<file path="src/rtl/pit_channel.sv">
module pit_channel #(
  parameter int CW = 16,
  parameter logic [1:0] CHAN_ID = 2'd0,
  parameter logic [7:0] SPKR_CODE = 8'h20
) (
  input  logic       clk,
  input  logic       rst_n,
  input  logic       tick,
  input  logic [1:0] addr,
  input  logic       wr_en,
  input  logic       rd_en,
  input  logic [7:0] wdata,
  output logic [7:0] rdata,
  output logic       out_level,
  output logic       err
);
  localparam int HB = CW / 2;

  logic [CW-1:0] count_q, period_q, latch_q;
  logic [2:0]    mode_q;
  logic          latched_q, rd_hi_q, wr_hi_q, run_q, out_q, err_q;

  logic [1:0] f_sel, f_acc;
  logic [2:0] f_mode;
  logic       f_bcd;
  assign f_sel  = wdata[7:6];
  assign f_acc  = wdata[5:4];
  assign f_mode = wdata[3:1];
  assign f_bcd  = wdata[0];

  wire ctl_wr   = wr_en && addr == 2'd1;
  wire dat_wr   = wr_en && addr == 2'd0;
  wire dat_rd   = rd_en && addr == 2'd0;
  wire ctl_rb   = ctl_wr && f_sel == 2'd3;
  wire ctl_me   = ctl_wr && f_sel == CHAN_ID;
  wire ctl_lat  = ctl_me && f_acc == 2'd0;
  wire mode_ok  = f_mode == 3'd0 || f_mode == 3'd2 || f_mode == 3'd3;
  wire ctl_cfg  = ctl_me && f_acc == 2'd3 && mode_ok && !f_bcd;
  wire ctl_bad  = ctl_rb || (ctl_me && f_acc != 2'd0 && !(f_acc == 2'd3 && mode_ok && !f_bcd));
  wire terminal = run_q && tick && count_q == CW'(1);
  wire [CW-1:0] rd_src = latched_q ? latch_q : count_q;

  always_comb begin
    case (addr)
      2'd0:    rdata = rd_hi_q ? rd_src[CW-1:HB] : rd_src[HB-1:0];
      2'd2:    rdata = out_q ? SPKR_CODE : 8'h00;
      default: rdata = 8'h00;
    endcase
  end

  assign out_level = out_q;
  assign err = err_q;

  always_ff @(posedge clk or negedge rst_n) begin
    if (!rst_n) begin
      count_q <= '0; period_q <= '0; latch_q <= '0; mode_q <= 3'd0;
      latched_q <= 1'b0; rd_hi_q <= 1'b0; wr_hi_q <= 1'b0;
      run_q <= 1'b0; out_q <= 1'b0; err_q <= 1'b0;
    end else begin
      if (ctl_bad) err_q <= 1'b1;
      if (ctl_cfg) mode_q <= f_mode;

      if (dat_wr && !wr_hi_q) begin
        count_q[HB-1:0] <= wdata;
        run_q <= 1'b0;
        out_q <= 1'b0;
        wr_hi_q <= 1'b1;
      end else if (dat_wr) begin
        count_q[CW-1:HB] <= wdata;
        period_q <= {wdata, count_q[HB-1:0]};
        run_q <= {wdata, count_q[HB-1:0]} != '0;
        wr_hi_q <= 1'b0;
      end else if (run_q) begin
        if (mode_q == 3'd2) out_q <= terminal;
        if (terminal) begin
          case (mode_q)
            3'd0: begin count_q <= '0; run_q <= 1'b0; out_q <= 1'b1; end
            3'd3: begin count_q <= period_q; out_q <= !out_q; end
            default: count_q <= period_q;
          endcase
        end else if (tick) begin
          count_q <= count_q - CW'(1);
        end
      end

      if (ctl_lat && !latched_q) begin
        latch_q <= count_q;
        latched_q <= 1'b1;
        rd_hi_q <= 1'b0;
      end else if (dat_rd) begin
        rd_hi_q <= !rd_hi_q;
        if (rd_hi_q) latched_q <= 1'b0;
      end
    end
  end

  a_r10_err_sticky: assert property (@(posedge clk) disable iff (!rst_n) err_q |=> err_q);
  a_r5_rise_needs_tick: assert property (@(posedge clk) disable iff (!rst_n) $rose(out_q) |-> $past(tick));
  a_r4_lowwrite_stops: assert property (@(posedge clk) disable iff (!rst_n)
    (dat_wr && !wr_hi_q) |=> (!run_q && !out_q));
  a_r9_latch_frozen: assert property (@(posedge clk) disable iff (!rst_n)
    (latched_q && !(dat_rd && rd_hi_q)) |=> $stable(latch_q));
  a_r3_idle_count: assert property (@(posedge clk) disable iff (!rst_n)
    (!tick && !wr_en) |=> $stable(count_q));
  a_r10_bad_keeps_mode: assert property (@(posedge clk) disable iff (!rst_n)
    (ctl_bad) |=> $stable(mode_q));
endmodule

</file>
<file path="config.mk">
export PLATFORM = sky130hd
export DESIGN_NAME = pit_channel
export DESIGN_NICKNAME = d
export VERILOG_FILES = /design/src/rtl/pit_channel.sv
export SDC_FILE = /design/constraint.sdc
export NUM_CORES = 1
export LEC_CHECK = 0
export ABC_AREA = 1
export BUFFER_PORTS_ARGS = -buffer_cell sky130_fd_sc_hd__buf_4
export CAP_MARGIN = 20
export CORE_ASPECT_RATIO = 1.4
export CORE_MARGIN = 5
export CORE_UTILIZATION = 45
export DETAILED_ROUTE_END_ITERATION = 7
export SLEW_MARGIN = 20
export SYNTH_ARGS = -nofsm -noshare
export SYNTH_HDL_FRONTEND = slang
export SYNTH_SLANG_ARGS = --single-unit
</file>
<file path="constraint.sdc">
create_clock -name clk -period 4.4 [get_ports clk]
set_input_delay 0.44 -clock clk [delete_from_list [all_inputs] [get_ports clk]]
set_output_delay 0.44 -clock clk [all_outputs]
set_load 0.02 [all_outputs]
</file>
==> qor.yml, run 1 <==
hold_buffers: 0
crit_fanout: 10
num-nets-final: 519
syn-instance-count: 481
hp-class: "input pin to async pin"
fin_crit_ns: 2.45
finalSetupViolCount: 0
grt_pass1_vias: 3070
cp-start-kind: "flip-flop"
r2r-start: "wr_hi_q"
areaGrowthSynthToFinish_pct: 10.8
path_clk_slew_ns: 0.06
grt_first_pass_wirelength_mm: 15.8
syn_area_um2: 3460
cts_root_buf: "clkbuf_8"
clock_latency_ns: 0.35
grt_max_degree: 58
startpoint: "rd_hi_q"
fmax_mhz: 409
reg2regPathDepth: 4
cp_cell_sequence: "clkinv_1 > a21oi_1 > o21ai_0 > a31oi_1 > buf_4"
dr.pass1.iters: 5
synth.avg_cell_area_um2: 7.19
synth_nets: 499
max-slew-margin-rel_pct: 39.0
cts_setup_buffers: 0
yosysSeqAreaShare_pct: 41.3
fin_crit_sh_pct: 55.6
outcome: "finished clean"
power.density_nw_per_um2: 542
synth-edff-count: 0
synth_seq_cells: 57
timing.rr.end: "count_q[3]"
placementRows: 37
cts_tree: "built"
cts_resized: 0
ys_async_sr_fraction_pct: 100
vdd_drop_max_uv: 274
track_usage_pct: 21.2
antenna_cells: 0
hold_viol: 0
first_iter_violations: 174
fin_tns_setup_ns: 0
port_buffers: 24
drt-vias-per-instance: 5.16
ios: 25
critPathCapture: "rdata[5]"
clock-sinks: 57
grt_overflow: 0
core_area_um2: 7410
maxSlewViolCount: 0
dieHeight_um: 114
critPathMaxStageDelay_ns: 0.58
vias: 3114
maxCapViolations: 0
synthTopCellsByArea: "dfrtp_1 41%, nand2_1 16%, o21ai_0 8.4%, a21oi_1 5.6%, inv_1 4.7%"
wl_per_cell_um: 15.8
synth_most_common_cell: "nand2_1"
postPlaceCellArea_um2: 3670
cp-end-kind: "output port"
hpwlAfterDp_mm: 7.07
criticalPathCategory: "flip-flop to output port"
gp_congestion: 0.913
drt_wl_total_mm: 9.51
rrSetupSlack_ns: 2.48
fillers: 813
ant_nets: 0
die_w_um: 84.1
die_area_um2: 9560
start_util_pct: 46.7
fin_area_um2: 3830
synth_largest_area_cell: "dfrtp_1"
synth_top_area_share_pct: 41.3
drcViolationCount: 0
drive_above_1_share_pct: 13.6
leakagePower_nw: 1.93
crit_slowest_cell: "dfrtp_1"
numCtsBuffers: 9
ys.flop_type: "dfrtp_1"
tightestPinTransition_ns: 0.912
critPathRequiredTime_ns: 3.96
netlist_top_cells_count: "144 x nand2_1, 58 x o21ai_0, 57 x dfrtp_1, 43 x inv_1"
antenna_found_initial: 0
h-tree-depth: 3
fin_skew_ns: 0.0123
yosysWarnings: 0
synth.distinct_cells: 31
cts_buffer_depth: 2
rsz0062_at_grt: "no"
crit_arrival_ns: 2.01
## kinds of logic after synthesis
kind of cell | share of synthesized area [%]
adder cells (fa/ha/maj) | 1.09
XOR/XNOR | 1.01
AND/OR/NAND/NOR | 33.3
flip-flops | 41.3
buffers and inverters | 7.71
AO/OA/AOI/OAI | 15.6
## critical path: cells and delay by family (launching register included)
kind | cells | cell delay [ns]
AOI/OAI and AO/OA | 3 | 0.55
buffers and inverters | 2 | 0.53
DFF | 1 | 0.58
## worst min path at each step
stage	slack [ns]	cells past startpoint	to	from
6_report	0.16	1	latch_q[15]	rst_n
5_1_grt	0.22	1	latch_q[13]	rst_n
4_1_cts	0.18	1	latch_q[15]	rst_n
3_5_place_dp	0.47	2	err	err
3_3_place_gp	0.46	2	latch_q[8]	latch_q[8]
2_1_floorplan	0.14	0	count_q[0]	rst_n
## per-stage QoR
step | setup slack (ns) | std cells | hold WS (ns) | utilization (%) | total power (W)
6_report | 1.95 | 603 | 0.163 | 51.7 | 0.00208
4_1_cts | 1.94 | 603 | 0.182 | 51.7 | 0.00208
3_5_place_dp | 1.89 | 587 | 0.467 | 49.6 | 0.00167
5_1_grt | 1.79 | 603 | 0.218 | 51.7 | 0.00225
3_3_place_gp | 1.95 | 587 | 0.463 | 49.6 | 0.00166
2_1_floorplan | 2.66 | 481 | 0.144 | - | 0.00142
## final cells by class
class | count | area [um^2] | area share, %
flip-flops and latches | 57 | 1430 | 37.2
multi-input cells | 361 | 1760 | 46.1
inverters | 48 | 183 | 4.77
clock buffers | 12 | 135 | 3.53
well taps | 97 | 121 | 3.17
repair buffers | 24 | 180 | 4.70
clock inverters | 4 | 20.0 | 0.523
## power by group
group          leakage, nW  switching (W)  internal, W
combinational         1.14       0.000524     0.000286
clock               0.0839       0.000210     0.000201
sequential           0.711       0.000164     0.000691
## routing by layer
metal	routed length [um]	vias up	track usage, %
met5	0	-	0
li1	-	1595	-
met4	304	0	10.9
met3	346	21	3.76
met2	4590	66	34.2
met1	4270	1432	27.1
## registers in the layout (all words and copies together), names as in the netlist
register	flops
latch_q	16
err	1
latched_q	1
wr_hi_q	1
mode_q	3
rd_hi_q	1
run_q	1
count_q	16
period_q	16
out_level	1
## cells in the final DEF (no fill, tap or decap), types with 4 or more instances in the layout
cell type | Yosys | layout
nor2_4 | 7 | 7
clkinv_2 | 0 | 4
a21oi_1 | 39 | 39
nand4_1 | 4 | 4
dfrtp_1 | 57 | 57
nand2_2 | 7 | 7
o21ai_0 | 58 | 58
buf_4 | 0 | 24
nand3_1 | 32 | 32
nand2_1 | 144 | 144
xor2_1 | 4 | 4
nand3_2 | 6 | 6
nor2_1 | 39 | 39
clkbuf_8 | 0 | 9
inv_1 | 43 | 43
Power figures use the tool's default switching activity.
==> run 2: changes to the inputs <==
clock period = 2.41 ns   (was 4.4 ns; I/O delays follow)
==> run 2 against run 1 <==
  * Final cell count increased by 0.50%
  * Register-to-register slack got worse by 1.9 ns
  * Worst setup slack got worse by 1.7 ns
  * Via count increased by 3.8%
  * Design area increased by 1.1%
  * Critical path depth unchanged
  * Largest power group unchanged
  * Highest routed layer unchanged
==> qor.yml, run 2 (synthesis gave the netlist of run 1 again) <==
outcome: "finished clean"  # unchanged
areaGrowthSynthToFinish_pct: 12.1  # was 10.8%
die_area_um2: 9560  # unchanged
final_cell_mix: "144 x nand2_1, 58 x o21ai_0, 57 x dfrtp_1"  # unchanged
finalSetupViolCount: 0  # unchanged
hpwlAfterDp_mm: 7.10  # was 7.07 mm
track_usage_pct: 21.8  # was 21.2%
fin_ws_ns: 0.205  # was 1.95 ns
timing.rr.end: "count_q[10]"  # was count_q[3]
power.density_nw_per_um2: 994  # was 542 nW/um^2
startpoint: "rd_hi_q"  # unchanged
regArea_um2: 1430  # unchanged
max-slew-margin-rel_pct: 45.8  # was 39.0%
place_ws_ns: 0.493  # was 1.89 ns
numCtsBuffers: 9  # unchanged
top_regs: "count_q: 16 flops, latch_q: 16 flops, period_q: 16 flops"  # unchanged
h-tree-depth: 3  # unchanged
drt_wl_total_mm: 9.69  # was 9.51 mm
crit_arrival_ns: 1.96  # was 2.01 ns
cp-start-kind: "flip-flop"  # unchanged
num-nets-final: 522  # was 519
drt-vias-per-instance: 5.33  # was 5.16
critPathRequiredTime_ns: 2.17  # was 3.96 ns
crit_fanout: 10  # unchanged
placementRows: 37  # unchanged
grt_pass1_vias: 3281  # was 3,070
rrSetupSlack_ns: 0.59  # was 2.48 ns
reg2regPathDepth: 11  # was 4
p_total_w: 0.00385  # was 0.00208 W
crit_cells: 5  # unchanged
first_iter_violations: 199  # was 174
leakagePower_nw: 1.95  # was 1.93 nW
critPathMaxStageDelay_ns: 0.57  # was 0.58 ns
path_clk_slew_ns: 0.06  # about the same
fin_area_um2: 3870  # was 3830 um^2
multiInputGateArea_um2: 1760  # unchanged
gp_congestion: 0.910  # was 0.913
cts_root_buf: "clkbuf_8"  # unchanged
fmax_mhz: 453
antenna_found_initial: 0  # unchanged
vias: 3231  # was 3,114
tightestPinTransition_ns: 0.812  # was 0.912 ns
dieHeight_um: 114  # unchanged
drive_above_1_share_pct: 14.1  # was 13.6%
core_area_um2: 7410  # unchanged
hold_viol: 0  # unchanged
cts_tree: "built"  # unchanged
critPathCapture: "rdata[5]"  # unchanged
crit_buf_inv: 2  # unchanged
wl_per_cell_um: 16.0  # was 15.8 um
antenna_cells: 0  # unchanged
ant_nets: 0  # unchanged
utilization_pct: 52.3  # was 51.7%
cts_setup_buffers: 0  # unchanged
clock-sinks: 57  # unchanged
grt_max_degree: 58  # unchanged
port_buffers: 24  # unchanged
maxCapViolations: 0  # unchanged
cp_cell_sequence: "clkinv_1 > a21oi_1 > o21ai_0 > a31oi_1 > buf_4"  # unchanged
crit_slowest_cell: "dfrtp_1"  # unchanged
ios: 25  # unchanged
fin_crit_ns: 2.21
start_util_pct: 46.7  # unchanged
criticalPathCategory: "flip-flop to output port"  # unchanged
grt_overflow: 0  # unchanged
cts_buffer_depth: 2  # unchanged
layout_commonest_cell: "nand2_1"  # unchanged
rsz0062_at_grt: "no"  # unchanged
fillers: 776  # was 813
hold_buffers: 1  # was 0
fin_tns_setup_ns: 0  # unchanged
grt_first_pass_wirelength_mm: 16.3  # was 15.8 mm
dr.pass1.iters: 6  # was 5
fin_skew_ns: 0.00587  # was 0.0123 ns
vdd_drop_max_uv: 461  # was 274 uV
maxSlewViolCount: 0  # unchanged
clock_latency_ns: 0.35  # about the same
drcViolationCount: 0  # unchanged
fin_crit_sh_pct: 91.5
cts_resized: 0  # unchanged
die_w_um: 84.1  # unchanged
cpLargestDelayFamily: "flip-flops"  # unchanged
hp-class: "input pin to flip-flop"  # was input pin to async pin
r2r-start: "count_q[0]"  # was wr_hi_q
cp-end-kind: "output port"  # unchanged
postPlaceCellArea_um2: 3690  # was 3670 um^2
-- run 2: cell types whose count changed in the layout (fill, tap and decap cells not counted) --
cell | before | now
dlygate4sd3_1 | 0 | 1
clkbuf_8 | 9 | 11
buf_4 | 24 | 26
clkinv_2 | 4 | 3
clkbuf_1 | 3 | 2
-- run 2: worst min path at each step --
stage	start	endpoint	slack [ns]	depth (start not counted)
after floorplan	rst_n	count_q[0]	-0.05	0
after global placement	rst_n	latch_q[15]	0.36	1
after detailed placement	rst_n	latch_q[15]	0.36	1
after CTS	wdata[1]	mode_q[0]	0.13	3
after global routing	wdata[1]	mode_q[0]	0.13	3
final	wdata[1]	mode_q[0]	0.15	3
-- run 2: where the power goes --
part / switching [W] / total, W / internal [W]
combinational: 0.000967 / 0.00150 / 0.000530
sequential: 0.000294 / 0.00156 / 0.00126
clock: 0.000375 / 0.000799 / 0.000424
-- run 2: routing by layer --
metal / vias up / GRT usage [%] / wire (um)
met5: - / 0 / 0
met4: 0 / 12.9 / 399
met3: 28 / 3.97 / 434
met2: 92 / 35.4 / 4580
met1: 1509 / 26.8 / 4280
li1: 1602 / - / -
-- run 2: area by class of cell --
class                      count  share of cell area [%]
multi-input combinational    361                    45.5
sequential                    57                    36.8
timing repair buffer          27                    5.30
inverter                      48                    4.72
clock buffer                  13                    4.10
tap                           97                    3.13
clock inverter                 3                   0.388
-- run 2: worst register-to-register path, cell delays in order (launching register included) --
cell,delay (ns)
dfrtp_1,0.41
inv_1,0.22
ha_1,0.24
nand2_1,0.16
nor2_1,0.22
nand2_1,0.07
nand2_1,0.06
nand2_1,0.05
nand2_1,0.05
nand3_1,0.09
nand2_1,0.09
nand2_1,0.05
-- run 2: through the flow --
stage / hold WS (ns) / instances
2_1_floorplan: -0.0546 / 481
3_3_place_gp: 0.357 / 589
3_5_place_dp: 0.359 / 589
4_1_cts: 0.129 / 606
5_1_grt: 0.128 / 606
6_report: 0.146 / 606
==> run 3: changes to the inputs <==
CTS_BUF_LIST = sky130_fd_sc_hd__clkbuf_4   (was unset)
==> run 3 against run 2 <==
  * Critical endpoint unchanged
  * Core utilization shrank 0.86 points
  * Sequential share of layout area up 0.65 points
  * Critical path depth stayed put
  * Flip-flop and latch count is the same
  * Register-to-register slack got worse by 0.02 ns
  * Die area did not move
  * Maximum frequency up 7.0%
  * Global-route usage is 0.076 points higher
  * Clock power is 28% lower
  * Clock skew up 0.0026 ns
  * Combinational power barely moved
==> qor.yml, run 3 (synthesis gave the netlist of run 1 again) <==
top_usage_layer: "met2"  # unchanged
fmax_mhz: 485  # was 453 MHz
pwr-share-comb_pct: 41.3  # was 38.9%
placementRows: 37  # unchanged
ant_nets: 0  # unchanged
final_cell_mix: "144 x nand2_1, 58 x o21ai_0, 56 x dfrtp_1"  # was 144 x nand2_1, 58 x o21ai_0, 57 x dfrtp_1
num-nets-final: 522  # unchanged
pwr-share-clk_pct: 15.9  # was 20.7%
cp-end-kind: "output port"  # unchanged
grt_max_degree: 58  # unchanged
first_iter_violations: 212  # was 199
maxSlewViolCount: 0  # unchanged
dr.pass1.iters: 5  # was 6
antenna_cells: 0  # unchanged
clock_latency_ns: 0.42  # was 0.35 ns
fillers: 781  # was 776
hpwlAfterDp_mm: 7.10  # unchanged
layout_commonest_cell: "nand2_1"  # unchanged
cp-start-kind: "flip-flop"  # unchanged
gp_congestion: 0.910  # unchanged
crit_arrival_ns: 1.82  # was 1.96 ns
core_area_um2: 7410  # unchanged
drcViolationCount: 0  # unchanged
numCtsBuffers: 9  # unchanged
p_sw_w: 0.00162  # was 0.00164 W
grt_first_pass_wirelength_mm: 16.4  # was 16.3 mm
crit_fanout: 10  # unchanged
cts_buffer_depth: 2  # unchanged
leakagePower_nw: 1.92  # was 1.95 nW
drt_wl_total_mm: 9.70  # was 9.69 mm
crit_slowest_cell: "dfrtp_2"  # was dfrtp_1
h-tree-depth: 3  # unchanged
clock-sinks: 57  # unchanged
max-slew-margin-rel_pct: 45.4  # was 45.8%
p_int_w: 0.00202  # was 0.00222 W
hp-class: "input pin to flip-flop"  # unchanged
vdd_drop_max_uv: 460  # was 461 uV
finalSetupViolCount: 0  # unchanged
fin_tns_setup_ns: 0  # unchanged
port_buffers: 24  # unchanged
vias: 3261  # was 3,231
start_util_pct: 46.7  # unchanged
fin_crit_sh_pct: 85.5  # was 91.5%
grt_use_met3_pct: 3.11  # was 3.97%
die_w_um: 84.1  # unchanged
areaGrowthSynthToFinish_pct: 10.2  # was 12.1%
tightestPinTransition_ns: 0.819  # was 0.812 ns
top_regs: "count_q: 16 flops, latch_q: 16 flops, period_q: 16 flops"  # unchanged
hold_viol: 0  # unchanged
die_area_um2: 9560  # unchanged
rsz0062_at_grt: "no"  # unchanged
critPathMaxStageDelay_ns: 0.51  # was 0.57 ns
ios: 25  # unchanged
drive_above_1_share_pct: 14.5  # was 14.1%
grt_pass1_vias: 3294  # was 3,281
critPathRequiredTime_ns: 2.17  # about the same
grt_overflow: 0  # unchanged
criticalPathCategory: "flip-flop to output port"  # unchanged
track_usage_pct: 21.8  # about the same
seqPwrFrac_pct: 42.8  # was 40.4%
power.density_nw_per_um2: 954  # was 994 nW/um^2
antenna_found_initial: 0  # unchanged
maxCapViolations: 0  # unchanged
cts_tree: "built"  # unchanged
fin_skew_ns: 0.00843  # was 0.00587 ns
outcome: "finished clean"  # unchanged
drt-vias-per-instance: 5.38  # was 5.33
dieHeight_um: 114  # unchanged
grt_util_met1_pct: 27.1  # was 26.8%
path_clk_slew_ns: 0.09  # was 0.06 ns
p_total_w: 0.00364  # was 0.00385 W
rrSetupSlack_ns: 0.57  # was 0.59 ns
cts_root_buf: "clkbuf_4"  # was clkbuf_8
wl_per_cell_um: 16.0  # about the same
fin_crit_ns: 2.06  # was 2.21 ns
grt.met2_usage_pct: 35.7  # was 35.4%
cp_cell_sequence: "clkinvlp_4 > a21oi_1 > o21ai_0 > a31oi_1 > buf_4"  # was clkinv_1 > a21oi_1 > o21ai_0 > a31oi_1 > buf_4
switching_share_pct: 44.6  # was 42.5%
## run 3: layer usage
layer,vias up,wire [um]
li1,1607,-
met1,1542,4200
met2,88,4620
met3,24,457
met4,0,418
met5,-,0
## run 3: path summary, 6_finish.rpt
kind,startpoint,end,depth (start not counted)
max reg2reg,count_q[0],count_q[10],11
max in group asynchronous,rst_n,rd_hi_q,2
min reg2reg,latch_q[3],latch_q[3],2
min in group asynchronous,rst_n,latch_q[8],2
min,wdata[1],mode_q[0],3
max,rd_hi_q,rdata[5],5
## run 3: what timing repair did
| action | 4_1_cts | 5_1_grt |
|---|---|---|
| hold buffers | 1 | 0 |
| gates resized for setup | 0 | 2 |
| setup buffers | 0 | 0 |
| endpoints found under the setup margin | 0 | 6 |
| hold endpoints to repair | 57 | 0 |
## run 3: worst max-delay path: cells and delay by family (launching register included)
kind | cells | cell delay (ns)
flip-flops | 1 | 0.51
AO/OA/AOI/OAI | 3 | 0.49
buffers and inverters | 2 | 0.40
## run 3: area by class of cell
cell class | instances | area [um^2] | share of cell area, %
Clock buffer | 11 | 82.6 | 2.17
Clock inverter | 5 | 22.5 | 0.591
Inverter | 48 | 186 | 4.89
Multi-Input combinational cell | 361 | 1760 | 46.3
Sequential cell | 57 | 1430 | 37.5
Tap cell | 97 | 121 | 3.19
Timing Repair Buffer | 27 | 205 | 5.39
## run 3: power groups by stage
stage                     registers, W  logic [W]  clock network (W)
after global routing           0.00160    0.00173           0.000655
after CTS                      0.00155    0.00150           0.000600
final                          0.00156    0.00150           0.000578
after floorplan                0.00147    0.00113                  0
after global placement         0.00156    0.00147                  0
after detailed placement       0.00157    0.00148                  0
## run 3: stage by stage
| step | setup slack (ns) | hold WS, ns | instances | area [um^2] | utilization (%) |
|---|---|---|---|---|---|
| after floorplan | 0.866 | -0.0546 | 481 | 3460 | - |
| after global placement | 0.463 | 0.357 | 589 | 3690 | 49.8 |
| after detailed placement | 0.493 | 0.359 | 589 | 3690 | 49.8 |
| after CTS | 0.0804 | 0.0477 | 606 | 3800 | 51.4 |
| after global routing | 0.175 | 0.0419 | 606 | 3810 | 51.4 |
| final | 0.349 | 0.0659 | 606 | 3810 | 51.4 |
